**src/rtl/i2c_mon_pkg.sv**
```systemverilog
`timescale 1ns/1ps
package i2c_mon_pkg;

  localparam int BYTE_W = 8;
  localparam int ADDR_W = 10;

  typedef enum logic [2:0] {
    EV_START  = 3'd0,
    EV_RSTART = 3'd1,
    EV_STOP   = 3'd2,
    EV_BYTE   = 3'd3,
    EV_ACK    = 3'd4
  } ev_code_t;

  typedef enum logic [1:0] {
    CL_ADDR_RD = 2'd0,
    CL_ADDR_WR = 2'd1,
    CL_DATA_RD = 2'd2,
    CL_DATA_WR = 2'd3
  } byte_class_t;

  typedef enum logic [1:0] {
    ST_IDLE,
    ST_ADDR,
    ST_ACK,
    ST_DATA
  } mon_state_t;

endpackage

```
**src/rtl/i2c_line_sync.sv**
```systemverilog
`timescale 1ns/1ps
module i2c_line_sync #(
  parameter int STAGES = 2
) (
  input  logic clk,
  input  logic rst,
  input  logic line_in,
  output logic lvl,
  output logic lvl_d
);
  // idle bus level is high, so reset to 1 to avoid false edges
  logic [STAGES-1:0] sync_q;

  always_ff @(posedge clk) begin
    if (rst) begin
      sync_q <= '1;
      lvl_d  <= 1'b1;
    end else begin
      sync_q <= {sync_q[STAGES-2:0], line_in};
      lvl_d  <= sync_q[STAGES-1];
    end
  end

  assign lvl = sync_q[STAGES-1];
endmodule

```
**src/rtl/i2c_frame_decoder.sv**
```systemverilog
`timescale 1ns/1ps
module i2c_frame_decoder
  import i2c_mon_pkg::*;
(
  input  logic              clk,
  input  logic              rst,
  input  logic              scl_lvl,
  input  logic              scl_prev,
  input  logic              sda_lvl,
  input  logic              sda_prev,
  input  logic              cfg_addr_shift,
  output logic              evt_valid,
  output logic [2:0]        evt_code,
  output logic [BYTE_W-1:0] evt_byte,
  output logic [1:0]        evt_class,
  output logic [ADDR_W-1:0] evt_addr,
  output logic              evt_addr10,
  output logic              evt_read,
  output logic              evt_nack
);
  localparam int CNT_W = $clog2(BYTE_W);
  localparam logic [CNT_W-1:0] LAST_BIT = CNT_W'(BYTE_W - 1);
  localparam logic [4:0] PFX_10 = 5'b11110;

  mon_state_t        state;
  logic [BYTE_W-2:0] shreg;
  logic [CNT_W-1:0]  bitcnt;
  logic              xfer_open;
  logic              have_first;
  logic              dir_rd;
  logic              addr_is10;
  logic [1:0]        addr_left;
  logic [ADDR_W-1:0] addr_q;

  logic              scl_rise, start_cond, stop_cond;
  logic [BYTE_W-1:0] byte_full;
  logic              pfx_hit, rd_next;
  logic [BYTE_W-1:0] shown;
  logic [1:0]        cls_next;

  always_comb begin
    scl_rise   = scl_lvl & ~scl_prev;
    start_cond = scl_lvl & sda_prev & ~sda_lvl;
    stop_cond  = scl_lvl & ~sda_prev & sda_lvl;
    byte_full  = {shreg, sda_lvl};
    pfx_hit    = (byte_full[BYTE_W-1:BYTE_W-5] == PFX_10);
    rd_next    = have_first ? dir_rd : byte_full[0];
    if (!have_first && !pfx_hit && cfg_addr_shift)
      shown = byte_full >> 1;
    else
      shown = byte_full;
    if (state == ST_ADDR)
      cls_next = rd_next ? CL_ADDR_RD : CL_ADDR_WR;
    else
      cls_next = rd_next ? CL_DATA_RD : CL_DATA_WR;
  end

  always_ff @(posedge clk) begin
    if (rst) begin
      state      <= ST_IDLE;
      shreg      <= '0;
      bitcnt     <= '0;
      xfer_open  <= 1'b0;
      have_first <= 1'b0;
      dir_rd     <= 1'b0;
      addr_is10  <= 1'b0;
      addr_left  <= '0;
      addr_q     <= '0;
      evt_valid  <= 1'b0;
      evt_code   <= EV_START;
      evt_byte   <= '0;
      evt_class  <= '0;
      evt_nack   <= 1'b0;
    end else begin
      evt_valid <= 1'b0;
      evt_byte  <= '0;
      evt_class <= '0;
      evt_nack  <= 1'b0;
      if (start_cond) begin
        evt_valid  <= 1'b1;
        evt_code   <= xfer_open ? EV_RSTART : EV_START;
        xfer_open  <= 1'b1;
        state      <= ST_ADDR;
        bitcnt     <= '0;
        have_first <= 1'b0;
        addr_left  <= '0;
        dir_rd     <= 1'b0;
        addr_is10  <= 1'b0;
        addr_q     <= '0;
      end else if (stop_cond) begin
        evt_valid <= 1'b1;
        evt_code  <= EV_STOP;
        xfer_open <= 1'b0;
        state     <= ST_IDLE;
        bitcnt    <= '0;
      end else if (scl_rise) begin
        case (state)
          ST_ADDR, ST_DATA: begin
            shreg <= byte_full[BYTE_W-2:0];
            if (bitcnt == LAST_BIT) begin
              bitcnt    <= '0;
              state     <= ST_ACK;
              evt_valid <= 1'b1;
              evt_code  <= EV_BYTE;
              evt_byte  <= shown;
              evt_class <= cls_next;
              if (state == ST_ADDR) begin
                if (!have_first) begin
                  have_first <= 1'b1;
                  dir_rd     <= byte_full[0];
                  addr_is10  <= pfx_hit;
                  addr_left  <= pfx_hit ? 2'd2 : 2'd1;
                  if (pfx_hit)
                    addr_q <= {byte_full[2:1], {(ADDR_W-2){1'b0}}};
                  else
                    addr_q <= ADDR_W'(byte_full[BYTE_W-1:1]);
                end else begin
                  addr_q[BYTE_W-1:0] <= byte_full;
                end
              end
            end else begin
              bitcnt <= bitcnt + 1'b1;
            end
          end
          ST_ACK: begin
            evt_valid <= 1'b1;
            evt_code  <= EV_ACK;
            evt_nack  <= sda_lvl;
            if (addr_left != 2'd0) begin
              addr_left <= addr_left - 2'd1;
              state     <= (addr_left == 2'd1) ? ST_DATA : ST_ADDR;
            end else begin
              state <= ST_DATA;
            end
          end
          default: ;
        endcase
      end
    end
  end

  assign evt_addr   = addr_q;
  assign evt_addr10 = addr_is10;
  assign evt_read   = dir_rd;


  start_opens_chk: assert property (@(posedge clk) disable iff (rst)
    (evt_valid && (evt_code == EV_START || evt_code == EV_RSTART))
      |-> (state == ST_ADDR && xfer_open && !have_first && bitcnt == '0));


  stop_closes_chk: assert property (@(posedge clk) disable iff (rst)
    (evt_valid && evt_code == EV_STOP) |-> (state == ST_IDLE && !xfer_open));


  byte_to_ack_chk: assert property (@(posedge clk) disable iff (rst)
    (evt_valid && evt_code == EV_BYTE) |-> (state == ST_ACK && bitcnt == '0));


  ack_resumes_chk: assert property (@(posedge clk) disable iff (rst)
    (evt_valid && evt_code == EV_ACK)
      |-> ((state == ST_ADDR || state == ST_DATA) && bitcnt == '0));


  dir_held_chk: assert property (@(posedge clk) disable iff (rst)
    (have_first && $past(have_first)) |-> $stable(dir_rd));


  short_addr_chk: assert property (@(posedge clk) disable iff (rst)
    (evt_valid && !evt_addr10) |-> (evt_addr[ADDR_W-1:BYTE_W-1] == '0));


  data_after_addr_chk: assert property (@(posedge clk) disable iff (rst)
    (evt_valid && evt_code == EV_BYTE && evt_class[1]) |-> (addr_left == 2'd0 && have_first));
endmodule

```
**src/rtl/i2c_bus_monitor.sv**
```systemverilog
`timescale 1ns/1ps
module i2c_bus_monitor
  import i2c_mon_pkg::*;
#(
  parameter int SYNC_STAGES = 2
) (
  input  logic        clk,
  input  logic        rst,
  input  logic        scl_in,
  input  logic        sda_in,
  input  logic        cfg_addr_shift,
  output logic        evt_valid,
  output logic [2:0]  evt_code,
  output logic [7:0]  evt_byte,
  output logic [1:0]  evt_class,
  output logic [9:0]  evt_addr,
  output logic        evt_addr10,
  output logic        evt_read,
  output logic        evt_nack
);
  logic scl_lvl, scl_prev, sda_lvl, sda_prev;

  i2c_line_sync #(.STAGES(SYNC_STAGES)) u_scl_sync (
    .clk(clk), .rst(rst), .line_in(scl_in), .lvl(scl_lvl), .lvl_d(scl_prev)
  );

  i2c_line_sync #(.STAGES(SYNC_STAGES)) u_sda_sync (
    .clk(clk), .rst(rst), .line_in(sda_in), .lvl(sda_lvl), .lvl_d(sda_prev)
  );

  i2c_frame_decoder u_dec (
    .clk(clk), .rst(rst),
    .scl_lvl(scl_lvl), .scl_prev(scl_prev),
    .sda_lvl(sda_lvl), .sda_prev(sda_prev),
    .cfg_addr_shift(cfg_addr_shift),
    .evt_valid(evt_valid), .evt_code(evt_code), .evt_byte(evt_byte),
    .evt_class(evt_class), .evt_addr(evt_addr), .evt_addr10(evt_addr10),
    .evt_read(evt_read), .evt_nack(evt_nack)
  );


  no_event_in_reset_chk: assert property (@(posedge clk)
    $past(rst) |-> !evt_valid);
endmodule

```
**config.mk**
```make
export PLATFORM = sky130hd
export DESIGN_NAME = i2c_bus_monitor
export DESIGN_NICKNAME = d
export VERILOG_FILES = /design/src/rtl/i2c_mon_pkg.sv /design/src/rtl/i2c_line_sync.sv /design/src/rtl/i2c_frame_decoder.sv /design/src/rtl/i2c_bus_monitor.sv
export SDC_FILE = /design/constraint.sdc
export NUM_CORES = 1
export LEC_CHECK = 0
export ABC_AREA = 1
export BUFFER_PORTS_ARGS = -buffer_cell sky130_fd_sc_hd__buf_2
export CORE_ASPECT_RATIO = 1.5
export CORE_MARGIN = 5
export CORE_UTILIZATION = 40
export CTS_BUF_LIST = sky130_fd_sc_hd__clkbuf_4
export CTS_CLUSTER_DIAMETER = 80
export DETAILED_ROUTE_END_ITERATION = 6
export PLACE_DENSITY = 0.62
export SYNTH_ARGS = -nofsm -noshare
export SYNTH_HDL_FRONTEND = slang
export SYNTH_SLANG_ARGS = --single-unit
```
**constraint.sdc**
```tcl
create_clock -name clk -period 3.8 [get_ports clk]
set_input_delay 0.38 -clock clk [delete_from_list [all_inputs] [get_ports clk]]
set_output_delay 0.38 -clock clk [all_outputs]
set_load 0.005 [all_outputs]
```
==> Word-level counts from Yosys, hierarchy flattened <==
Index checks and enable logic that the tools add are counted.
{ "word_totals": {"wordCells": 105, "input_bits": 5, "output_inout_bits": 27, "ff_bits": 49} }
{ "classes": {"n_addsub": 2, "bitwise": 15, "n_eq_ne": 11, "n_reduce_logical": 22, "mux": 34} }
{ "ops": {"columns": ["op", "count"], "rows": [
  ["2-bit two-way mux", 9],
  ["3-bit two-way mux", 5],
  ["1-bit two-way mux", 13],
  ["10-bit two-way mux", 1],
  ["1-bit inverter", 10],
  ["8-bit two-way mux", 1],
  ["2-bit one-hot mux with 2 select lines", 2],
  ["7-bit two-way mux", 1],
  ["7-bit AND reduction", 1],
  ["7-bit OR reduction", 1],
  ["2-bit by 1-bit inequality test with 1-bit output (second input constant)", 3],
  ["3-bit one-hot mux with 2 select lines", 1],
  ["3-bit AND reduction", 2],
  ["6-bit AND reduction", 1],
  ["2-bit nonzero test", 3],
  ["6-bit OR reduction", 1],
  ["1-bit bitwise AND", 5],
  ["5-bit equality test (second input constant)", 1],
  ["5-bit AND reduction", 1],
  ["5-bit OR reduction", 1],
  ["2-bit by 1-bit equality test with 1-bit output (second input constant)", 2],
  ["2-bit equality test (second input constant)", 2],
  ["4-bit by 1-bit inequality test with 1-bit output (second input constant)", 1],
  ["4-bit AND reduction", 1],
  ["other kinds (12)", 15]
]} }

==> Logic depth before layout (Yosys ltp) <==
Gate-level depths: netlist (run 1).
{ "logic_depth": {"depth_word": 7, "ltp_mapped": 9, "mapped_depth_nobuf": 9} }

==> Cells and area by module <==
Synthesis (run 1) repeated with hierarchy kept, for this count alone.
{ "unflattened": {"cells_unflattened": 286, "hier_area_um2": 2137.0} }
{ "modules_own_cells": {"columns": ["mod", "n_inst", "area_each_um2", "seq_area_each_um2", "cells_per_inst"], "rows": [
  ["i2c_frame_decoder", 1, 1959.4, 860.8, 266],
  ["i2c_line_sync", 2, 88.8, 60.1, 10]
]} }

==> Worst setup path after synthesis (run 1) <==
Ideal clock, no wire load.
{ "synth_path": {"path_type": "register to register", "start": "register u_dec.bitcnt[0]", "end": "register u_dec.addr_q[2] (netlist: u_dec.evt_addr[2])", "setup_time_ns": 0.113, "arrival_time_ns": 1.368, "path_stages_with_launch": 10, "synth_period_minus_slack_ns": 1.480, "path_slack_ns": 2.320, "cell_sequence": "dfxtp_1 -> ha_1 -> ha_1 -> inv_1 -> nor2_1 -> nand2_4 -> clkinv_2 -> nand2_1 -> nand2_1 -> nor2_1"} }
{ "synth_via": {"elab_chain_cells": 2} }
{ "synth_rtl": {"columns": ["element", "line_no", "source"], "rows": [
  ["start, declared", "i2c_frame_decoder.sv:27", "logic [CNT_W-1:0] bitcnt;"],
  ["start signal, assigned", "i2c_frame_decoder.sv:122", "bitcnt <= bitcnt + 1'b1;"],
  ["3-bit equality test", "i2c_frame_decoder.sv:100", "if (bitcnt == LAST_BIT) begin"],
  ["5-bit AND reduction (no source line)", null, null],
  ["end signal, assigned", "i2c_frame_decoder.sv:114", "addr_q <= {byte_full[2:1], {(ADDR_W-2){1'b0}}};"],
  ["end signal, assigned", "i2c_frame_decoder.sv:116", "addr_q <= ADDR_W'(byte_full[BYTE_W-1:1]);"],
  ["end signal, assigned by index", "i2c_frame_decoder.sv:118", "addr_q[BYTE_W-1:0] <= byte_full;"],
  ["end, declared", "i2c_frame_decoder.sv:33", "logic [ADDR_W-1:0] addr_q;"]
]} }
Every way passes these cells.
A chain may end at the register's enable or synchronous reset.

==> Worst setup path after layout (run 1) <==
Same ends and word-level chain as after synthesis.

==> summary.md, run 1 <==
| Metric | Value |
|---|---|
| Setup Skew | approximately 0.014 ns |
| Number of buffers created by CTS | 5 |
| Final TNS setup | 0 ns |
| Port Buf Inserts | 31 |
| Final setup margin | 1.97 ns |
| CTS H-Tree Depth | 2 |
| Status | complete, no violations |
| Synth Area per Inst | 7.20 um^2 |
| Final cell count without fillers | around 400 |
| Min-Delay Path Class | in2reg |
| CP max stage delay | 0.44 ns |
| Synthesis-to-finish area growth | 11.9% |
| PostCTS Resize Cnt | 0 |
| Worst-path maximum fanout | 10 |
| Core area | slightly above 5000 um^2 |
| Leak pwr | around 1.1 nW |
| Synth unique cells | 29 |
| Detailed Routing Iterations Pass 1 | 4 |
| Pin count of the biggest net entering global routing | 16 |
| Drt total wl | between 4000 and 5000 um |
| Die W | 69.7 um |
| Remaining antenna violation count | 0 |
| Slew margin rel. | a little over three fifths |
| Sink Count | between 40 and 50 |
| CP Capture Type | flip-flop |
| First-pass GRT wire length | 8290 um |
| Rows | 32 |
| Gate Count Post-Synth | between 200 and 300 |
| Startpoint types | flip-flop |
| Worst Max-Slew Pin Slew | between 0.5 and 0.6 ns |
| CTS root buf | clkbuf_4 |
| Syn_nets | between 300 and 400 |
| Dpl ws | between 1.5 and 2 ns |
| Critical path's slowest cell | nor2_1 |
| Initial Util | between 40% and 50% |
| Yosys reg bits | a little under 50 |
| IO Pins | 32 |
| Required @ worst endpoint | just over 4 ns |
| Most frequent cells in the layout | nand2_1, dfxtp_1, nor2_1 |
| DRC viols | 0 |
| CP cell instances | ha_1 -> ha_1 -> inv_1 -> nor2_1 -> nand2_4 -> clkinv_2 -> nand2_1 -> nand2_1 -> nor2_1 |
| HPWL Detailed | 3620 um |
| Diodes inserted | 0 |
| Routed vias | approximately 1.9k |
| Placed cells | 388 |
| Max-slew violations | 0 |
| Final Hold Vio Count | 0 |
| Max-Cap Viols | 0 |
| Post-CTS Setup Repair Bufs | 0 |
| Clock period minus final worst setup slack | about 1.8 ns |
| Chip height | about 100 um |
| Gp weighted congestion | around 0.82 |
| Total Routing Usage GR | between 10% and 20% |
| Final period util | between 40% and 50% |
| Routed WL per cell | between 10 and 15 um |
| CTS tree | done |
| Die Footprint | 6940 um^2 |
| CTS max path bufs | 2 |
| Register area share after synthesis | 45.8% |
| Clock transition at path regs | about 0.14 ns |
| Clk_lat worst skew | around 0.36 ns |
| Max Fclk | around 550 MHz |
| Final #Nets | between 300 and 400 |
| CP arrival | about 2.1 ns |
| CTS hold repair buffers | 0 |
| Post-Syn Area | 2140 um^2 |
| Unrepaired setup endpoints after global routing | false |
| Fillers | approximately 550 |
| # setup viols final | 0 |
| Fraction of layout cells with a size suffix above 1 | slightly below 20% |
| Avg Vias per Cell | ~4.8 |
| Worst VDD drop | 0.000225 V |
| Number of antenna violations at the first check in global routing | 0 |
| Power density over the cells | 336 nW/um^2 |
| Most common cell after layout, fill and taps aside | nand2_1 |
| Vias in the first global route | about 1.9k |
| Synth Warn # | 0 |
| Critical path class | reg2reg |
| GRT overflow | 0 |
| Initial DRC Count | 93 |
## per-layer routing
layer,GRT usage [%],routed length [um],vias up
met1,15.9,1880,844
met5,0,0,-
met3,3.44,202,12
met2,26.8,2440,40
met4,7.96,170,0
li1,-,-,996
## through the flow
step / power (mW) / hold slack [ns] / cell area [um^2] / util [%]
CTS: 0.817 / 0.179 / 2390 / 46.4
global route: 0.843 / 0.161 / 2390 / 46.4
detailed placement: 0.573 / 0.392 / 2340 / 45.2
floorplan: 0.563 / 0.389 / 2140 / -
global placement: 0.572 / 0.392 / 2340 / 45.2
finish: 0.804 / 0.189 / 2390 / 46.4
## where the power goes
group          leakage (nW)  switching, mW  total, mW  internal (mW)
clock network        0.0360          0.162      0.243         0.0813
logic                 0.699         0.0240     0.0355         0.0116
registers             0.396        0.00596      0.526          0.520
total                  1.13          0.191      0.804          0.613
## registers in the layout, summed over array words and instances (netlist names), 2 cells and up
signal / count
u_dec.addr_left: 2
u_dec.evt_addr: 10
u_dec.evt_class: 2
u_scl_sync.sync_q: 2
u_dec.shreg: 7
u_sda_sync.sync_q: 2
u_dec.bitcnt: 3
u_dec.state: 2
u_dec.evt_byte: 8
u_dec.evt_code: 3
## final timing paths
path	start	to	slack [ns]	cells past startpoint
min reg2reg	u_scl_sync.sync_q[0]	u_scl_sync.sync_q[1]	0.43	1
min	scl_in	u_scl_sync.sync_q[0]	0.19	2
max	u_dec.bitcnt[0]	u_dec.evt_addr[2]	1.97	9
max reg2reg	u_dec.bitcnt[0]	u_dec.evt_addr[2]	1.97	9
## worst max-delay path, delay by kind of cell, from the launching register on
family / cells / cell delay [ns]
adder cells (fa/ha/maj): 2 / 0.43
buffers and inverters: 2 / 0.18
flip-flops: 1 / 0.37
AND/OR/NAND/NOR: 5 / 0.77
## synth_stat cells (all sizes together)
cell | count | area [um^2]
dfxtp | 49 | 981
o21ai | 13 | 65.1
buf | 4 | 28.8
nand4 | 6 | 37.5
nor2 | 49 | 213
a21oi | 26 | 134
clkbuf | 4 | 15.0
ha | 4 | 50.1
nor3 | 2 | 10.0
nand2 | 75 | 302
or2 | 5 | 31.3
nand3 | 21 | 120
o22ai | 1 | 6.26
clkinv | 2 | 8.75
inv | 36 | 138
## cells by family after synthesis
group,after synthesis,share of synthesized area [%]
AO/OA/AOI/OAI,40,9.59
buffers and inverters,46,8.89
flip-flops,49,45.8
AND/OR/NAND/NOR,158,33.3
adder cells (fa/ha/maj),4,2.34
## final cells by class
cell class                      instances  area [um^2]  area share [%]
Tap cell                               68         85.1            3.55
Timing Repair Buffer                   31          155            6.48
Multi-Input combinational cell        202          968            40.4
Sequential cell                        49          981            41.0
Clock buffer                            6         45.0            1.88
Inverter                               38          146            6.11
Clock inverter                          2         13.8           0.575
(Power assumes the default switching activity.)
==> inputs of run 2 (changes only) <==
ABC_AREA = 0   (was 1)
PLACE_DENSITY = 0.63   (was 0.62)
clock period = 1.69 ns   (was 3.8 ns; I/O delays follow)
==> summary.md, run 2 <==
| Metric | Value |
|---|---|
| Core area | between 5000 and 6000 um^2 |
| IO Pins | 32 |
| Post-Syn Area | between 2000 and 2500 um^2 |
| Dpl ws | -0.101 ns |
| Synth Area per Inst | approximately 9 um^2 |
| Worst Max-Slew Pin Slew | 0.389 ns |
| Final Hold Vio Count | 0 |
| Post-CTS Setup Repair Bufs | 0 |
| CTS tree | done |
| Initial DRC Count | between 90 and 100 |
| CTS H-Tree Depth | 2 |
| Slew margin rel. | about three quarters |
| Critical path class | reg2reg |
| Gp weighted congestion | 0.797 |
| Final #Nets | 293 |
| Final core occ | roughly 51% |
| Required @ worst endpoint | between 1.5 and 2 ns |
| Final TNS setup | 0 ns |
| Port Buf Inserts | 31 |
| Unrepaired setup endpoints after global routing | true |
| Max Fclk | approximately 610 MHz |
| CP cell instances | ha_2 -> ha_4 -> nand3b_1 -> or3_4 -> a221oi_1 -> nor3_1 |
| Number of antenna violations at the first check in global routing | 0 |
| Post-Place Cell Area | between 2000 and 2500 um^2 |
| Register area share after synthesis | a little under half |
| Clk_lat worst skew | around 0.37 ns |
| Most frequent cells in the layout | dfxtp_1, buf_2, buf_4 |
| Sink Count | 49 |
| Avg Vias per Cell | ~5.1 |
| Min-Delay Path Class | in2reg |
| Synth Flop Type | dfxtp_1 |
| DRC viols | 0 |
| Chip height | 98.0 um |
| Largest area contributor in the netlist | dfxtp_1 |
| Diodes inserted | 0 |
| Drt total wl | 4830 um |
| Final hold slack | approximately 0.2 ns |
| # setup viols final | 0 |
| Synth unique cells | 44 |
| Setup Skew | between 0.015 and 0.02 ns |
| Clock transition at path regs | 0.14 ns |
| Die Footprint | 6730 um^2 |
| Synth top area cells | dfxtp_1, a21oi_1, nand2_1, nor2_1, o21ai_0 |
| CTS max path bufs | 2 |
| Number of buffers created by CTS | 5 |
| Startpoint types | flip-flop |
| Most common cell in the synthesized netlist | dfxtp_1 |
| Remaining antenna violation count | 0 |
| Max-slew violations | 0 |
| Detailed Routing Iterations Pass 1 | 4 |
| Worst-path maximum fanout | 11 |
| Buf/Inv on CP | 0 |
| Post-synth ARST share | 0% |
| Worst VDD drop | just under 0.0007 V |
| Pin count of the biggest net entering global routing | 20 |
| Gate Count Post-Synth | 230 |
| Vias in the first global route | ~1.8k |
| Final setup margin | between 0.04 and 0.05 ns |
| CP arrival | roughly 1.9 ns |
| Top-area cell type share of the netlist area | between 40% and 50% |
| GRT overflow | 0 |
| First-pass GRT wire length | approximately 8300 um |
| Syn_nets | 239 |
| Fraction of layout cells with a size suffix above 1 | a little under a third |
| Max-Cap Viols | 0 |
| Status | complete, no violations |
| Critical path's slowest cell | or3_4 |
| Rows | 32 |
| Synth Warn # | 0 |
| Leak pwr | 1.00 nW |
| CTS root buf | clkbuf_4 |
| Die W | ~69 um |
| HPWL Detailed | 3480 um |
| Final period util | about 97% |
| Routed WL per cell | ~14 um |
| Routed vias | around 1.8k |
| Finished Cell Area | around 2600 um^2 |
| Yosys reg bits | between 40 and 50 |
| Most common cell after layout, fill and taps aside | dfxtp_1 |
| Number of flip-flops in the largest register | 10 |
| Number of synthesized flops with an enable pin | 0 |
| Initial Util | between 40% and 50% |
| Synthesis-to-finish area growth | 24.8% |
| Power density over the cells | just over 700 nW/um^2 |
| CP Capture Type | flip-flop |
| Total Routing Usage GR | between 10% and 20% |
| Top cells by count, synth | dfxtp_1, a21oi_1, nand2_1 |
| Top delay family on crit path | simple AND/OR/NAND/NOR gates |
| CP max stage delay | ~0.4 ns |
| Clock period minus final worst setup slack | approximately 1.6 ns |
==> run 2: cells by family (layout without fill, tap and decap cells) <==
group / count (synthesis) / in the layout / share of synthesized area, %
AOI/OAI and AO/OA: 63 / 63 / 19.5
xor gates and xnor gates: 1 / 1 / 1.33
adders and majority gates: 5 / 5 / 2.91
buffers and inverters: 20 / 75 / 4.79
DFF: 49 / 49 / 47.5
muxes: 5 / 5 / 2.48
and+or+nand+nor: 87 / 87 / 21.5
==> run 2: area by class of cell <==
cell class,instances,area (um^2)
sequential,49,983
fill,516,2510
inverter,5,18.8
clock buffer,6,45.0
tap,68,85.1
multi-input combinational,161,1040
timing repair buffer,62,393
clock inverter,2,15.0
==> run 2: through the flow <==
step | total power, mW | cells
after floorplan | 1.28 | 230
after global placement | 1.33 | 343
after detailed placement | 1.33 | 343
after CTS | 1.88 | 353
after global routing | 1.95 | 353
final | 1.85 | 353
==> run 2: where the power goes <==
group	leakage (nW)	switching, mW	internal (mW)	total [mW]
logic	0.577	0.0607	0.0587	0.119
clock network	0.0279	0.365	0.179	0.544
registers	0.398	0.0169	1.17	1.19
==> run 2: metal layers <==
metal,GRT usage [%],part of all wire (%),vias to the layer above
li1,-,-,914
met1,17.4,39,841
met2,28.6,54,42
met3,3.11,4.3,7
met4,5.67,1.9,0
met5,0,0,-
==> run 2: what timing repair did <==
action / CTS / global route
setup endpoints to repair: 13 / 13
pin swaps: 1 / 3
cloned: 0 / 0
gates resized for setup: 8 / 2
hold buffers: 2 / 0
endpoints found under the hold margin: 2 / 0
==> run 2: tightest hold or removal path: stages <==
cell and delay (ns):
buf_2 0.09, nand2b_1 0.13, nand2_1 0.10, a21oi_1 0.05
==> run 2: worst paths after layout <==
check,startpoint,to,slack (ns),depth (start not counted)
worst max-delay path,u_dec.bitcnt[1],u_dec.evt_addr[4],0.04,6
worst min-delay path,cfg_addr_shift,u_dec.evt_byte[4],0.20,4
worst max register to register,u_dec.bitcnt[1],u_dec.evt_addr[4],0.04,6
worst min register to register,u_scl_sync.sync_q[0],u_scl_sync.sync_q[1],0.43,1
==> inputs of run 3 (changes only) <==
SETUP_SLACK_MARGIN = 0.5   (was default)
==> summary.md, run 3 (synthesis results as in run 2) <==
| Metric | Value |
|---|---|
| Leak pwr | 1.16 nW |
| IO Pins | 32 |
| Worst Max-Slew Pin Slew | 0.584 ns |
| Max-Cap Viols | 0 |
| Critical path's slowest cell | dfxtp_2 |
| Chip height | around 98 um |
| CTS tree | done |
| Unrepaired setup endpoints after global routing | true |
| Diodes inserted | 0 |
| Worst VDD drop | just over 0.0006 V |
| Stages on worst setup path | 7 |
| CP arrival | 1.87 ns |
| Number of antenna violations at the first check in global routing | 0 |
| Status | complete, no violations |
| Buf/Inv on CP | 1 |
| CTS root buf | clkbuf_4 |
| Gp weighted congestion | approximately 0.77 |
| Setup Skew | slightly below 0.02 ns |
| First-pass GRT wire length | approximately 8800 um |
| Post-Place Cell Area | ~2500 um^2 |
| CP Capture Type | flip-flop |
| Final period util | ~95% |
| Cells on worst reg2reg path | 7 |
| Min-Delay Path Class | in2reg |
| Avg Vias per Cell | between 5 and 6 |
| Worst-path maximum fanout | 5 |
| CP max stage delay | between 0.3 and 0.4 ns |
| Final core occ | about three fifths |
| Drt total wl | between 5000 and 6000 um |
| Placed cells | 342 |
| Number of flip-flops in the largest register | 10 |
| CTS H-Tree Depth | 2 |
| Clk_lat worst skew | roughly 0.36 ns |
| Startpoint types | flip-flop |
| Initial DRC Count | 98 |
| Die Footprint | approximately 6700 um^2 |
| Max Fclk | roughly 620 MHz |
| DRC viols | 0 |
| Clock period minus final worst setup slack | ~1.6 ns |
| Sink Count | 49 |
| Most common cell after layout, fill and taps aside | dfxtp_1 |
| Most frequent cells in the layout | dfxtp_1, buf_4, buf_2 |
| Fillers | 469 |
| Clock transition at path regs | roughly 0.14 ns |
| Detailed Routing Iterations Pass 1 | 4 |
| Total Routing Usage GR | between 10% and 20% |
| Final Hold Vio Count | 0 |
| Rows | 32 |
| CTS max path bufs | 2 |
| # setup viols final | 0 |
| Die W | about 70 um |
| Number of buffers created by CTS | 5 |
| Pin count of the biggest net entering global routing | 20 |
| Fraction of layout cells with a size suffix above 1 | 50.5% |
| HPWL Detailed | between 3000 and 4000 um |
| WHS Path Cells | 4 |
| Remaining antenna violation count | 0 |
| Critical path class | reg2reg |
| Top delay family on crit path | simple AND/OR/NAND/NOR gates |
| Routed WL per cell | roughly 15 um |
| Core area | approximately 5000 um^2 |
| Slew margin rel. | between 60% and 70% |
| Final cell count without fillers | approximately 370 |
| CP cell instances | ha_4 -> ha_4 -> nand3b_1 -> or3_4 -> buf_6 -> a221oi_2 -> nor3_1 |
| Synthesis-to-finish area growth | 46.5% |
| Port Buf Inserts | 31 |
| Max-slew violations | 0 |
| Routed vias | between 1.5k and 2k |
| Overall Power | ~1.9 mW |
| Vias in the first global route | around 1.8k |
| CP dominant cell by count | ha_4 |
| Initial Util | about two fifths |
| Final #Nets | 312 |
| Power density over the cells | ~620 nW/um^2 |
| Required @ worst endpoint | about 2.0 ns |
| GRT overflow | 0 |
| Finished Cell Area | between 3000 and 4000 um^2 |
## run 3: what timing repair did
action	4_1_cts	5_1_grt
setup endpoints to repair	42	43
pin swaps	15	8
hold endpoints to repair	2	0
gates cloned	1	0
hold buffers	2	0
resized for setup	42	40
setup buffers	11	8
## run 3: per-layer routing
layer  GRT usage (%)  wire (um)  share of wire [%]
met5               0          0                  0
met2            29.6       3100                 56
met1            19.6       2050                 37
met4            7.50        212                3.8
met3            2.99        218                3.9
## run 3: cell type report
cell class	count	area (um^2)	share of cell area, %
clock inverters	1	3.75	0.124
flip-flops and latches	49	1000	33.2
repair buffers	81	599	19.8
multi-input cells	161	1260	41.8
inverters	5	22.5	0.744
clock buffers	6	45.0	1.49
well taps	68	85.1	2.81
## run 3: through the flow
stage	setup TNS [ns]	hold slack (ns)	setup WS (ns)
3_5_place_dp	-0.00854	0.355	-0.00854
2_1_floorplan	0	0.273	0.0952
3_3_place_gp	0	0.354	0.0306
5_1_grt	0	0.238	0.00908
6_report	0	0.222	0.0808
4_1_cts	0	0.216	0.0878
## run 3: worst paths after layout
kind,slack [ns],to,start
min reg2reg,0.42,u_sda_sync.sync_q[1],u_sda_sync.sync_q[0]
max reg2reg,0.08,u_dec.evt_addr[3],u_dec.bitcnt[0]
min,0.22,u_dec.evt_byte[2],cfg_addr_shift
max,0.08,u_dec.evt_addr[3],u_dec.bitcnt[0]
## run 3: power by group
group          switching, mW  internal, mW
Clock                  0.339         0.168
Sequential            0.0215          1.17
Combinational         0.0804        0.0881
## run 3: worst min-delay path, stage by stage
cell,delay [ns]
buf_2,0.10
nor2b_1,0.15
nand2_1,0.08
a21oi_2,0.04
